**config.mk**
```make
export PLATFORM = sky130hd
export DESIGN_NAME = sram_seq_ctrl
export DESIGN_NICKNAME = d
export VERILOG_FILES = /design/src/rtl/sram_seq_pkg.sv /design/src/rtl/sram_wait_timer.sv /design/src/rtl/sram_turn_guard.sv /design/src/rtl/sram_dq_path.sv /design/src/rtl/sram_seq_ctrl.sv
export SDC_FILE = /design/constraint.sdc
export NUM_CORES = 1
export LEC_CHECK = 0
export CAP_MARGIN = 20
export CORE_ASPECT_RATIO = 0.8
export CORE_MARGIN = 8
export CORE_UTILIZATION = 55
export DETAILED_ROUTE_END_ITERATION = 8
export DONT_BUFFER_PORTS = 1
export PLACE_DENSITY_LB_ADDON = 0.2
export SLEW_MARGIN = 5
export SYNTH_ARGS = -nofsm -noshare
export SYNTH_HDL_FRONTEND = slang
export SYNTH_SLANG_ARGS = --single-unit
```
**constraint.sdc**
```tcl
create_clock -name clk -period 1.95 [get_ports clk]
set_clock_uncertainty 0.15 [all_clocks]
set_input_delay 0.0975 -clock clk [delete_from_list [all_inputs] [get_ports clk]]
set_output_delay 0.0975 -clock clk [all_outputs]
set_load 0.02 [all_outputs]
```
**src/rtl/sram_seq_pkg.sv**
```systemverilog
`timescale 1ns/1ps
package sram_seq_pkg;

  typedef enum logic [2:0] {
    ST_IDLE = 3'd0,
    ST_RACC = 3'd1,
    ST_WSET = 3'd2,
    ST_WPUL = 3'd3,
    ST_WREC = 3'd4,
    ST_DONE = 3'd5
  } seq_state_e;

  typedef struct packed {
    logic ce_n;
    logic we_n;
    logic oe_n;
    logic drv;
  } strobe_t;

  localparam strobe_t STROBE_PARK = '{ce_n: 1'b1, we_n: 1'b1, oe_n: 1'b1, drv: 1'b0};

  function automatic int unsigned ceil_div(input int unsigned num, input int unsigned den);
    return (num + den - 1) / den;
  endfunction

  // Pin levels that belong to each sequencer state.
  function automatic strobe_t strobe_for(input seq_state_e st);
    strobe_t s;
    s = STROBE_PARK;
    case (st)
      ST_RACC: begin s.ce_n = 1'b0; s.oe_n = 1'b0; end
      ST_WSET: begin s.ce_n = 1'b0; end
      ST_WPUL: begin s.ce_n = 1'b0; s.we_n = 1'b0; s.drv = 1'b1; end
      ST_WREC: begin s.ce_n = 1'b0; s.drv = 1'b1; end
      default: s = STROBE_PARK;
    endcase
    return s;
  endfunction

endpackage

```
**src/rtl/sram_wait_timer.sv**
```systemverilog
`timescale 1ns/1ps
module sram_wait_timer #(
  parameter int CNT_W = 4
) (
  input  logic             clk,
  input  logic             rst_n,
  input  logic             load,
  input  logic [CNT_W-1:0] load_val,
  output logic             done
);

  logic [CNT_W-1:0] cnt_q;
  logic [CNT_W-1:0] cnt_d;
  logic             cnt_en;

  always_comb begin
    cnt_en = load || (cnt_q != '0);
    cnt_d  = load ? load_val : (cnt_q - 1'b1);
  end

  always_ff @(posedge clk or negedge rst_n) begin
    if (!rst_n)      cnt_q <= '0;
    else if (cnt_en) cnt_q <= cnt_d;
  end

  assign done = (cnt_q == '0);

endmodule

```
**src/rtl/sram_turn_guard.sv**
```systemverilog
`timescale 1ns/1ps
module sram_turn_guard #(
  parameter int TURN_CLKS = 6,
  parameter int CNT_W     = 3
) (
  input  logic clk,
  input  logic rst_n,
  input  logic oe_n,
  output logic bus_free
);

  localparam logic [CNT_W-1:0] SAT  = CNT_W'(TURN_CLKS);
  localparam logic [CNT_W-1:0] NEED = CNT_W'(TURN_CLKS - 1);

  logic [CNT_W-1:0] hi_q;
  logic [CNT_W-1:0] hi_d;
  logic             hi_en;

  always_comb begin
    hi_en = !oe_n ? (hi_q != '0) : (hi_q != SAT);
    hi_d  = !oe_n ? '0 : (hi_q + 1'b1);
  end

  always_ff @(posedge clk or negedge rst_n) begin
    if (!rst_n)     hi_q <= '0;
    else if (hi_en) hi_q <= hi_d;
  end

  // The decision clock itself is one more clock with output enable high.
  assign bus_free = oe_n && (hi_q >= NEED);

endmodule

```
**src/rtl/sram_dq_path.sv**
```systemverilog
`timescale 1ns/1ps
module sram_dq_path #(
  parameter int ADDR_W = 15,
  parameter int DATA_W = 8
) (
  input  logic              clk,
  input  logic              rst_n,
  input  logic              accept,
  input  logic [ADDR_W-1:0] addr_in,
  input  logic [DATA_W-1:0] wdata_in,
  input  logic              capture,
  input  logic [DATA_W-1:0] dq_in,
  output logic [ADDR_W-1:0] mem_addr,
  output logic [DATA_W-1:0] dq_out,
  output logic [DATA_W-1:0] rdata
);

  always_ff @(posedge clk or negedge rst_n) begin
    if (!rst_n) begin
      mem_addr <= '0;
      dq_out   <= '0;
    end else if (accept) begin
      mem_addr <= addr_in;
      dq_out   <= wdata_in;
    end
  end

  always_ff @(posedge clk or negedge rst_n) begin
    if (!rst_n)       rdata <= '0;
    else if (capture) rdata <= dq_in;
  end

endmodule

```
**src/rtl/sram_seq_ctrl.sv**
```systemverilog
`timescale 1ns/1ps
module sram_seq_ctrl
  import sram_seq_pkg::*;
#(
  parameter int ADDR_W    = 15,
  parameter int DATA_W    = 8,
  parameter int CLK_NS    = 5,
  parameter int CYCLE_NS  = 70,
  parameter int WPULSE_NS = 40,
  parameter int OFF_NS    = 30
) (
  input  logic              clk,
  input  logic              rst_n,
  input  logic              req,
  input  logic              req_write,
  input  logic [ADDR_W-1:0] req_addr,
  input  logic [DATA_W-1:0] req_wdata,
  output logic              ready,
  output logic [DATA_W-1:0] rdata,
  output logic              mem_ce_n,
  output logic              mem_we_n,
  output logic              mem_oe_n,
  output logic [ADDR_W-1:0] mem_addr,
  output logic [DATA_W-1:0] mem_dq_o,
  output logic              mem_dq_oe,
  input  logic [DATA_W-1:0] mem_dq_i
);

  localparam int RC_CLKS   = int'(ceil_div(CYCLE_NS, CLK_NS));
  localparam int WP_CLKS   = int'(ceil_div(WPULSE_NS, CLK_NS));
  localparam int TURN_RAW  = int'(ceil_div(OFF_NS, CLK_NS));
  localparam int TURN_CLKS = (TURN_RAW < 1) ? 1 : TURN_RAW;
  localparam int SET_CLKS  = (RC_CLKS > WP_CLKS) ? (RC_CLKS - WP_CLKS) : 1;
  localparam int MAX_CLKS  = (RC_CLKS > WP_CLKS) ? RC_CLKS : WP_CLKS;
  localparam int CNT_W     = $clog2(MAX_CLKS + 1);
  localparam int TURN_W    = $clog2(TURN_CLKS + 1);

  localparam logic [CNT_W-1:0] RD_LOAD  = CNT_W'(RC_CLKS - 1);
  localparam logic [CNT_W-1:0] SET_LOAD = CNT_W'(SET_CLKS - 1);
  localparam logic [CNT_W-1:0] WP_LOAD  = CNT_W'(WP_CLKS - 1);

  seq_state_e       state_q, state_d;
  strobe_t          strobe_q, strobe_d;
  logic             ready_q;
  logic             tmr_load;
  logic [CNT_W-1:0] tmr_val;
  logic             tmr_done;
  logic             bus_free;
  logic             accept;
  logic             capture;

  // Next-state logic
  always_comb begin
    state_d  = state_q;
    tmr_load = 1'b0;
    tmr_val  = '0;
    accept   = 1'b0;
    capture  = 1'b0;
    unique case (state_q)
      ST_IDLE: if (req) begin
        accept   = 1'b1;
        tmr_load = 1'b1;
        if (req_write) begin
          state_d = ST_WSET;
          tmr_val = SET_LOAD;
        end else begin
          state_d = ST_RACC;
          tmr_val = RD_LOAD;
        end
      end
      ST_RACC: if (tmr_done) begin
        capture = 1'b1;
        state_d = ST_DONE;
      end
      ST_WSET: if (tmr_done && bus_free) begin
        tmr_load = 1'b1;
        tmr_val  = WP_LOAD;
        state_d  = ST_WPUL;
      end
      ST_WPUL: if (tmr_done) state_d = ST_WREC;
      ST_WREC: state_d = ST_DONE;
      ST_DONE: state_d = ST_IDLE;
      default: state_d = ST_IDLE;
    endcase
    strobe_d = strobe_for(state_d);
  end

  // State and pin registers
  always_ff @(posedge clk or negedge rst_n) begin
    if (!rst_n) begin
      state_q  <= ST_IDLE;
      strobe_q <= STROBE_PARK;
      ready_q  <= 1'b0;
    end else begin
      state_q  <= state_d;
      strobe_q <= strobe_d;
      ready_q  <= (state_d == ST_DONE);
    end
  end

  sram_wait_timer #(.CNT_W(CNT_W)) u_timer (
    .clk      (clk),
    .rst_n    (rst_n),
    .load     (tmr_load),
    .load_val (tmr_val),
    .done     (tmr_done)
  );

  sram_turn_guard #(.TURN_CLKS(TURN_CLKS), .CNT_W(TURN_W)) u_turn (
    .clk      (clk),
    .rst_n    (rst_n),
    .oe_n     (strobe_q.oe_n),
    .bus_free (bus_free)
  );

  sram_dq_path #(.ADDR_W(ADDR_W), .DATA_W(DATA_W)) u_dq (
    .clk      (clk),
    .rst_n    (rst_n),
    .accept   (accept),
    .addr_in  (req_addr),
    .wdata_in (req_wdata),
    .capture  (capture),
    .dq_in    (mem_dq_i),
    .mem_addr (mem_addr),
    .dq_out   (mem_dq_o),
    .rdata    (rdata)
  );

  assign ready     = ready_q;
  assign mem_ce_n  = strobe_q.ce_n;
  assign mem_we_n  = strobe_q.we_n;
  assign mem_oe_n  = strobe_q.oe_n;
  assign mem_dq_oe = strobe_q.drv;

endmodule

```
# [Yosys cells after proc, flatten, opt, wreduce, memory -nomap -nowiden]
# Cells that the tools add are included.
[totals] reg_bits=46 input_bits=35 out_inout_bits=36 elab_cells=56
[classes] addsub=2 n_lt_le_gt_ge=1 eq_ne=10 n_mux=23 reduce_logical=9
[op_table] operator="$mux 3" count=6
[op_table] operator="$pmux 3 s5" count=1
[op_table] operator="$eq 3x2->1 const B" count=4
[op_table] operator="$mux 4" count=3
[op_table] operator="$mux 1" count=10
[op_table] operator="$eq 3x3->1 const B" count=3
[op_table] operator="$pmux 4 s2" count=1
[op_table] operator="$eq 3x1->1 const B" count=2
[op_table] operator="$logic_not 4->1" count=1
[op_table] operator="$reduce_bool 4->1" count=1
[op_table] operator="$reduce_or 4->1" count=1
[op_table] operator="$sub 4x1->4 const B" count=1
[op_table] operator="$add 3x1->3 const B" count=1
[op_table] operator="$ge 3x3->1 const B" count=1
[op_table] operator="$logic_not 3->1" count=1
[op_table] operator="$ne 3x3->1 const B" count=1
[op_table] operator="$reduce_bool 3->1" count=1
[op_table] operator="$logic_and 1x1->1" count=2
[op_table] operator="$mux 2" count=1
[op_table] operator="$pmux 1 s2" count=1
[op_table] operator="$reduce_or 2->1" count=1
[op_table] operator="$logic_or 1x1->1" count=1

# [Logic depth before layout (Yosys ltp)]
# Gate-level depths: netlist (run 1).
[logic_depth] depth_word=8 depth_mapped=6

# [By module]
# Synthesis (run 1) repeated with hierarchy kept, for this count alone.
[hier_totals] cells_unflattened=150 area_unflattened_um2=2064.5
[by_module_without_submodules] module="sram_dq_path" n_inst=1 cells_per_inst=65 area_per_inst_um2=1152.4 seq_area_each_um2=775.7
[by_module_without_submodules] module="sram_seq_ctrl" n_inst=1 cells_per_inst=39 area_per_inst_um2=451.7 seq_area_each_um2=203.9
[by_module_without_submodules] module="sram_wait_timer" n_inst=1 cells_per_inst=22 area_per_inst_um2=234.0 seq_area_each_um2=100.1
[by_module_without_submodules] module="sram_turn_guard" n_inst=1 cells_per_inst=24 area_per_inst_um2=226.5 seq_area_each_um2=75.1

# [Worst setup path after synthesis (run 1)]
# OpenSTA, ideal clock, no wires.
[synth_timing] kind="reg2reg" start="register u_timer.cnt_q[0]" end="register u_timer.cnt_q[2]" setup_time_ps=90 arrival_time_ps=1754 setup_slack_ps=-44 path_stages_with_launch=7 n_path_buf=1 cell_sequence="dfrtp_1 > inv_1 > ha_1 > or3b_1 > buf_2 > or4_4 > o2111ai_1"
[synth_between] elab_chain_cells=5 word_cells_on_any_way=10
[synth_lines] element="from (decl)" line_no="sram_wait_timer.sv:12" text="logic [CNT_W-1:0] cnt_q;"
[synth_lines] element="from (signal assigned)" line_no="sram_wait_timer.sv:23" text="else if (cnt_en) cnt_q <= cnt_d;"
[synth_lines] element="$logic_not 4->1" line_no="sram_wait_timer.sv:26" text="assign done = (cnt_q == '0);"
[synth_lines] element="$logic_and 1x1->1" line_no="sram_seq_ctrl.sv:75" text="ST_WSET: if (tmr_done && bus_free) begin"
[synth_lines] element="$mux 3 / $mux 1 (equally long branches)" line_no="sram_seq_ctrl.sv:75"
[synth_lines] element="$pmux 4 s2 / $pmux 1 s2 (equally long branches)" line_no="sram_seq_ctrl.sv:59" text="unique case (state_q)"
[synth_lines] element="$mux 4 / $logic_or 1x1->1 (equally long branches)" line_no="sram_wait_timer.sv:18, sram_wait_timer.sv:17"
# Parallel ways exist; a longest one is shown, timed or not.
# A chain may end at the register's enable or synchronous reset.

# [Worst setup path in the final report (run 1)]
[layout_timing] start="register u_timer.cnt_q[0]" end="register state_q[0]"
[layout_between] elab_chain_cells=4 word_cells_on_any_way=6
[layout_lines] element="$logic_not 4->1 (*)" line_no="sram_wait_timer.sv:26"
[layout_lines] element="$logic_and 1x1->1" line_no="sram_seq_ctrl.sv:75"
[layout_lines] element="$mux 3" line_no="sram_seq_ctrl.sv:75"
[layout_lines] element="$pmux 3 s5 (*)" line_no="sram_seq_ctrl.sv:59"
[layout_lines] element="net state_d[0]" line_no="sram_seq_ctrl.sv:42" text="seq_state_e state_q, state_d;"
[layout_lines] element="to (signal assigned)" line_no="sram_seq_ctrl.sv:95" text="state_q <= state_d;"
[layout_lines] element="to (decl)" line_no="sram_seq_ctrl.sv:42"
# Mark *: on every way through the listed nets, which the timed path passes. The rest lies on a longest branch.

==> results of run 1 <==
## area by class of cell
cell class,count,area (um2)
Clock inverter,1,30.03
Tap cell,42,52.55
Timing Repair Buffer,44,440.4
Fill cell,214,847.1
Sequential cell,46,1155
Multi-Input combinational cell,88,799.5
Inverter,6,22.52
Clock buffer,7,76.32
## metal layers
metal	GRT usage, %	wire [um]	vias to the layer above
li1	-	-	608
met1	16.59	1739	620
met2	26.47	2260	44
met3	6.925	392	5
met4	4.669	38	0
met5	0	0	-
## sequential cells by signal, summed over array words and instances (netlist names)
name           flops
mem_ce_n           1
u_turn.hi_q        3
mem_we_n           1
state_q            3
u_timer.cnt_q      4
ready              1
u_dq.rdata         8
u_dq.dq_out        8
mem_oe_n           1
u_dq.mem_addr     15
mem_dq_oe          1
## report_power, final
part	switching, W	internal (W)	leakage [nW]	total [W]
sequential	0.000865	0.00144	0.544	0.00230
clock	0.000280	0.000383	0.0524	0.000663
combinational	0.000533	0.000740	0.505	0.00127
total	0.00168	0.00256	1.10	0.00424
## cells in the mapped netlist, drive strengths merged, types with 2 or more instances
master / instances
dfrtp: 43
mux2: 31
inv: 6
buf: 5
ha: 5
nand3: 5
a21oi: 4
nand2: 4
o21ai: 4
a31oi: 3
dfstp: 3
mux2i: 3
nor2: 3
nor2b: 3
clkbuf: 2
nand2b: 2
nor3: 2
nor3b: 2
## worst min-delay path: cells and delay by family
family,cells,cell delay [ns]
muxes,1,0.11
and+or+nand+nor,2,0.25
## logic make-up after synthesis
logic type,share of synthesized area (%)
AO/OA/AOI/OAI,6.283
XOR/XNOR,0.4442
adder cells (fa/ha/maj),3.173
buffers and inverters,2.982
flip-flops,58.57
multiplexers,19.23
AND/OR/NAND/NOR,9.327
## how the worst max path moves through the flow
stage	from	endpoint	slack (ns)	cells after the start
6_report	u_timer.cnt_q[0]	state_q[0]	0.03	5
2_1_floorplan	u_timer.cnt_q[1]	u_timer.cnt_q[2]	0.002	6
4_1_cts	u_timer.cnt_q[1]	u_timer.cnt_q[2]	0.02	5
3_5_place_dp	u_timer.cnt_q[1]	u_timer.cnt_q[2]	0.02	5
5_1_grt	u_timer.cnt_q[0]	state_q[0]	-0.03	5
3_3_place_gp	u_timer.cnt_q[1]	u_timer.cnt_q[2]	0.08	5
## metrics by stage
step | worst slack, ns | cells | instance area, um2 | power (W) | hold WS, ns
after floorplan | 0.002454 | 147 | 1984 | 0.003083 | -0.3481
after global placement | 0.07922 | 188 | 2067 | 0.003336 | -0.3467
after detailed placement | 0.01901 | 188 | 2067 | 0.003434 | -0.3468
after CTS | 0.01670 | 231 | 2540 | 0.004199 | 0.03535
after global routing | -0.03368 | 234 | 2576 | 0.004522 | 0.05339
final | 0.03329 | 234 | 2576 | 0.004240 | 0.05098
## what timing repair did
action	in CTS	in global routing
hold buffers	35	0
resized for setup	2	3
pin swaps	0	3
hold endpoints to repair	81	0
buffers inserted	0	3
endpoints found under the setup margin	2	12
==> impl_results.md, run 1 <==
- Max_cap viols: 0
- Setup violations, final: 0
- Share of synthesized flip-flops with an asynchronous set or reset: 100.0%
- Final Max Slew Viols: 0
- Mapped Area: 0.001972 mm2
- Top FF cell, synth: dfrtp_1
- Row count: 19
- DRC viols: 0
- Vias: 1277
- Worst-margin pin slew: 0.3884 ns
- Area growth, synth to finish: 30.65%
- Cell variety after synth: 37
- Gr usage total: 15.42%
- TritonCTS clock tree: yes
- Diodes inserted: 0
- CTS clk-pin slew, worst paths: 0.07 ns
- Setup TNS: 0 ns
- Initial antenna violation count: 0
- Outcome: finished clean
- Peak supply drop: 0.9920 mV
- Mapped Nets: 187
- Slowest CP cell: or4_4
- Mapped Cells: 147
- DR iter-0 viols: 60
- Worst-Skew Late Latency: 0.29 ns
- DPL Wire Length: 2933 um
- Fin crit period: 1.917 ns
- Die X: 82.95 um
- Setup Crit Path Kind: reg -> reg
- Commonest non-fill, non-tap cells in the layout: 43 x dfrtp_1, 34 x dlygate4sd3_1, 31 x mux2_2
- FMAX: 521.7 MHz
- Vias per Instance: 5.457
- TritonCTS Buffers: 5
- Largest cells by area after synthesis: dfrtp_1 55%, mux2_2 18%, dfstp_2 4.0%
- I/O Buffers: 0
- Clock sinks: 46
- Critical Path RT: 2.01 ns
- Crit Reg-Reg Startpoint: u_timer.cnt_q[0]
- Hold Fails Final Rpt: 0
- WL per Instance: 18.94 um
- WL final: 4431 um
- Avg Cell Area, Syn: 13.41 um2
- Fin crit share: 98.29%
- Post-synth EDFFs: 0
- DRT Pass-1 Iters: 3
- Final cell utilization of the core: 75.26%
- Vias in the first global route: 1470
- Hold WC Path Type: in -> reg
- Pwr dens: 1646 mW/mm2
- Initial Util: 57.60%
- Hold Path Sink: mem_oe_n
- Worst relative slew slack: 73.90%
- Cell breakdown of the critical path: inv_2 > ha_4 > or3b_4 > or4_4 > o211ai_1
- Yosys top cell by area: dfrtp_1
- HP Start: req
- CP max FO: 5
- CP Launch Type: register
- GPL Wtd Cong: 0.8440
- FF+latch count, synth: 46
- Die Ht: 69.56 um
- Register area share after synthesis: 58.57%
- Num ports: 71
- Core area: 0.003423 mm2
- Post-synth top area share: 54.57%
- First-pass GRT wire length: 7272 um
- R2R Path End: state_q[0]
- H-tree levels: 2
- Ys Warns: 0
- Crit path DAT: 1.97 ns
- Antenna-violating nets left: 0
- Crit-path leading delay family: simple AND/OR/NAND/NOR gates
- Pleak: 1.102 nW
- RSZ-0062 raised after global routing: true
- Crit-path max cell delay: 0.58 ns
- Die Footprint: 0.005769 mm2
- WP buf/inv: 1
- Internal reg-to-reg setup slack: 0.03 ns
- Clock Tree Root: clkbuf_8
- Largest net degree at the start of global routing: 47
- CTS max path bufs: 2
- Reg2reg path depth: 5
- Critical path capture point type: register
- Fin nets: 231
- Layout cells sized above 1: 31.77%
- GR Overflow Total: 0
- Most common cell after layout, fill and taps aside: dfrtp_1
- Cell depth of the worst hold path: 3
(Power assumes the default switching activity.)
==> run 2: changes to the inputs <==
- ABC_AREA: not set -> 1
- CORE_UTILIZATION: 55 -> 56
- REMOVE_ABC_BUFFERS: not set -> 1
==> run 2 against run 1 <==
Hold slack better by 0.11 ns. Utilization is 0.087 points higher. Sequential power hardly changed. Critical endpoint is now u_dq.mem_addr[0]. Cell count is 35% higher. Critical path depth is 1 higher. Sequential share of layout area is 0.57 points lower.
==> impl_results.md, run 2 <==
- Outcome: finished clean (unchanged)
- Post-Layout Cell Count: 315 (was 234)
- Initial Util: 59.23% (was 57.60%)
- Critical path capture point type: register (unchanged)
- Setup TNS: 0 ns (unchanged)
- Die Ht: 70.19 um (was 69.56 um)
- Largest net degree at the start of global routing: 47 (unchanged)
- Worst setup margin: 0.1225 ns (was 0.03329 ns)
- First-pass GRT wire length: 8211 um (was 7272 um)
- Crit path DAT: 1.92 ns (was 1.97 ns)
- Gr usage total: 17.44% (was 15.42%)
- Antenna-violating nets left: 0 (unchanged)
- DPL Wire Length: 3071 um (was 2933 um)
- FF+latch count, synth: 46 (unchanged)
- DP Cell Count: 269 (was 188)
- Num ports: 71 (unchanged)
- Final cell utilization of the core: 75.34% (was 75.26%)
- GPL Wtd Cong: 0.8268 (was 0.8440)
- Top FF cell, synth: dfrtp_1 (unchanged)
- Worst-Skew Late Latency: 0.29 ns (about the same)
- Avg Cell Area, Syn: 8.977 um2 (was 13.41 um2)
- Vias in the first global route: 1681 (was 1470)
- Post-synth top cells: 93 x nand2_1, 43 x dfrtp_1, 24 x inv_1 (was 43 x dfrtp_1, 31 x mux2_2, 6 x inv_1)
- CP max FO: 16 (was 5)
- FMAX: 547.2 MHz (was 521.7 MHz)
- Vias: 1588 (was 1277)
- Diodes inserted: 0 (unchanged)
- Max_cap viols: 0 (unchanged)
- Register area share after synthesis: 56.18% (was 58.57%)
- Yosys top cell by area: dfrtp_1 (unchanged)
- DRT Pass-1 Iters: 4 (was 3)
- Worst-margin pin slew: 0.3552 ns (was 0.3884 ns)
- Post-synth top area share: 52.34% (was 54.57%)
- TritonCTS clock tree: yes (unchanged)
- Initial antenna violation count: 0 (unchanged)
- Core area: 0.003471 mm2 (was 0.003423 mm2)
- Hold slack: 0.1615 ns (was 0.05098 ns)
- Die X: 83.74 um (was 82.95 um)
- CP Launch Type: register (unchanged)
- Vias per Instance: 5.041 (was 5.457)
- Reg with most FFs: u_dq.mem_addr (unchanged)
- Share of synthesized flip-flops with an asynchronous set or reset: 100.0% (unchanged)
- Layout cells sized above 1: 15.38% (was 31.77%)
- Place WS: 0.08113 ns (was 0.01901 ns)
- DRC viols: 0 (unchanged)
- Final Max Slew Viols: 0 (unchanged)
- Most common cell after layout, fill and taps aside: nand2_1 (was dfrtp_1)
- RSZ-0062 raised after global routing: false (was true)
- TritonCTS Buffers: 5 (unchanged)
- Cell variety after synth: 25 (was 37)
- Area growth, synth to finish: 27.21% (was 30.65%)
- Die Footprint: 0.005878 mm2 (was 0.005769 mm2)
- CTS max path bufs: 2 (unchanged)
- Clock sinks: 46 (unchanged)
- Clock Tree Root: clkbuf_8 (unchanged)
- Top Registers: u_dq.mem_addr x15, u_dq.dq_out x8, u_dq.rdata x8 (unchanged)
- Max reg flops: 15 (unchanged)
- Post-CTS setup buffers: 0 (unchanged)
- Count leader, synth: nand2_1 (was dfrtp_1)
- DR iter-0 viols: 80 (was 60)
- Peak supply drop: 0.9265 mV (was 0.9920 mV)
- Hold Fails Final Rpt: 0 (unchanged)
- Pwr dens: 1635 mW/mm2 (was 1646 mW/mm2)
- Mapped Cells: 229 (was 147)
- GR Overflow Total: 0 (unchanged)
- Setup Crit Path Kind: reg -> reg (unchanged)
- Fin crit share: 93.72% (was 98.29%)
- WL final: 4947 um (was 4431 um)
- Post-synth EDFFs: 0 (unchanged)
- Commonest non-fill, non-tap cells in the layout: 93 x nand2_1, 41 x dfrtp_1, 37 x dlygate4sd3_1 (was 43 x dfrtp_1, 34 x dlygate4sd3_1, 31 x mux2_2)
- Fin nets: 312 (was 231)
- Pleak: 1.345 nW (was 1.102 nW)
- Row count: 19 (unchanged)
- WL per Instance: 15.70 um (was 18.94 um)
- Mapped Area: 0.002056 mm2 (was 0.001972 mm2)
- I/O Buffers: 0 (unchanged)
- Ys Warns: 0 (unchanged)
- Critical Path RT: 2.04 ns (was 2.01 ns)
- Fin crit period: 1.827 ns (was 1.917 ns)
- Setup violations, final: 0 (unchanged)
- CTS clk-pin slew, worst paths: 0.08 ns (was 0.07 ns)
- Largest cells by area after synthesis: dfrtp_1 52%, nand2_1 17%, inv_1 4.4% (was dfrtp_1 55%, mux2_2 18%, dfstp_2 4.0%)
- H-tree levels: 2 (unchanged)
- Worst relative slew slack: 76.07% (was 73.90%)
- Hold WC Path Type: in -> async (was in -> reg)
## run 2: changes by cell type in the layout (fill, tap and decap cells not counted), sizes merged, moves of 6 or more
| cell | change |
|---|---|
| mux2 | -31 |
| inv | +22 |
| buf | -6 |
| o21ai | +11 |
| nand3 | +6 |
| nor2 | +7 |
| nand2 | +94 |
## run 2: per-stage QoR
stage               cell area (um2)  power, W
floorplan                      2019  0.003129
global placement               2095  0.003424
finish                         2615  0.004275
global route                   2615  0.004616
CTS                            2592  0.004266
detailed placement             2095  0.003480
## run 2: timing repair
item | in CTS | in global routing
setup endpoints to repair | 0 | 9
hold endpoints to repair | 82 | 8
hold buffers | 37 | 1
gates resized for setup | 0 | 5
## run 2: worst max-delay path, stage by stage, from the launching register on
cell and delay, ns:
dfrtp_2 0.48, nor2_4 0.17, nand3_4 0.10, inv_4 0.16
nand2_1 0.08, dlygate4sd3_1 0.57, nand2_1 0.06
## run 2: final cells by class
cell class / instances / area, um2
clock inverter: 2 / 37.54
clock buffer: 6 / 72.57
multi-input combinational: 150 / 767.0
tap: 42 / 52.55
inverter: 28 / 107.6
sequential: 46 / 1157
fill: 237 / 855.8
timing repair buffer: 41 / 420.4
## run 2: cells by family (layout without fill, tap and decap cells)
kind of cell | Yosys count | after routing | share of synthesized area (%)
flip-flops | 46 | 46 | 56.18
buffers and inverters | 33 | 77 | 6.877
AO/OA/AOI/OAI | 23 | 23 | 7.486
AND/OR/NAND/NOR | 122 | 122 | 26.41
adder cells (fa/ha/maj) | 5 | 5 | 3.043
## run 2: final timing paths
check | slack (ns) | endpoint | depth (start not counted) | startpoint
setup / recovery | 0.12 | u_dq.mem_addr[0] | 6 | state_q[2]
hold / removal | 0.16 | u_turn.hi_q[2] | 2 | rst_n
setup reg to reg | 0.12 | u_dq.mem_addr[0] | 6 | state_q[2]
hold reg to reg | 0.42 | u_turn.hi_q[2] | 2 | u_turn.hi_q[2]
max in group asynchronous | 1.24 | mem_ce_n | 2 | rst_n
min in group clk | 0.30 | u_dq.mem_addr[11] | 3 | req_addr[11]
## run 2: power breakdown
group / switching [W] / internal [W] / total [W]
Combinational: 0.000791 / 0.000519 / 0.00131
Clock: 0.000309 / 0.000382 / 0.000692
Sequential: 0.000831 / 0.00144 / 0.00227
Total: 0.00193 / 0.00234 / 0.00427
## run 2: layer usage
metal | GRT usage [%] | part of all wire (%) | routed length [um] | up-vias
met5 | 0 | 0 | 0 | -
met4 | 8.413 | 2.2 | 108 | 0
met3 | 7.764 | 9.5 | 470 | 10
met2 | 27.20 | 47 | 2319 | 57
met1 | 20.00 | 41 | 2049 | 734
li1 | - | - | - | 787
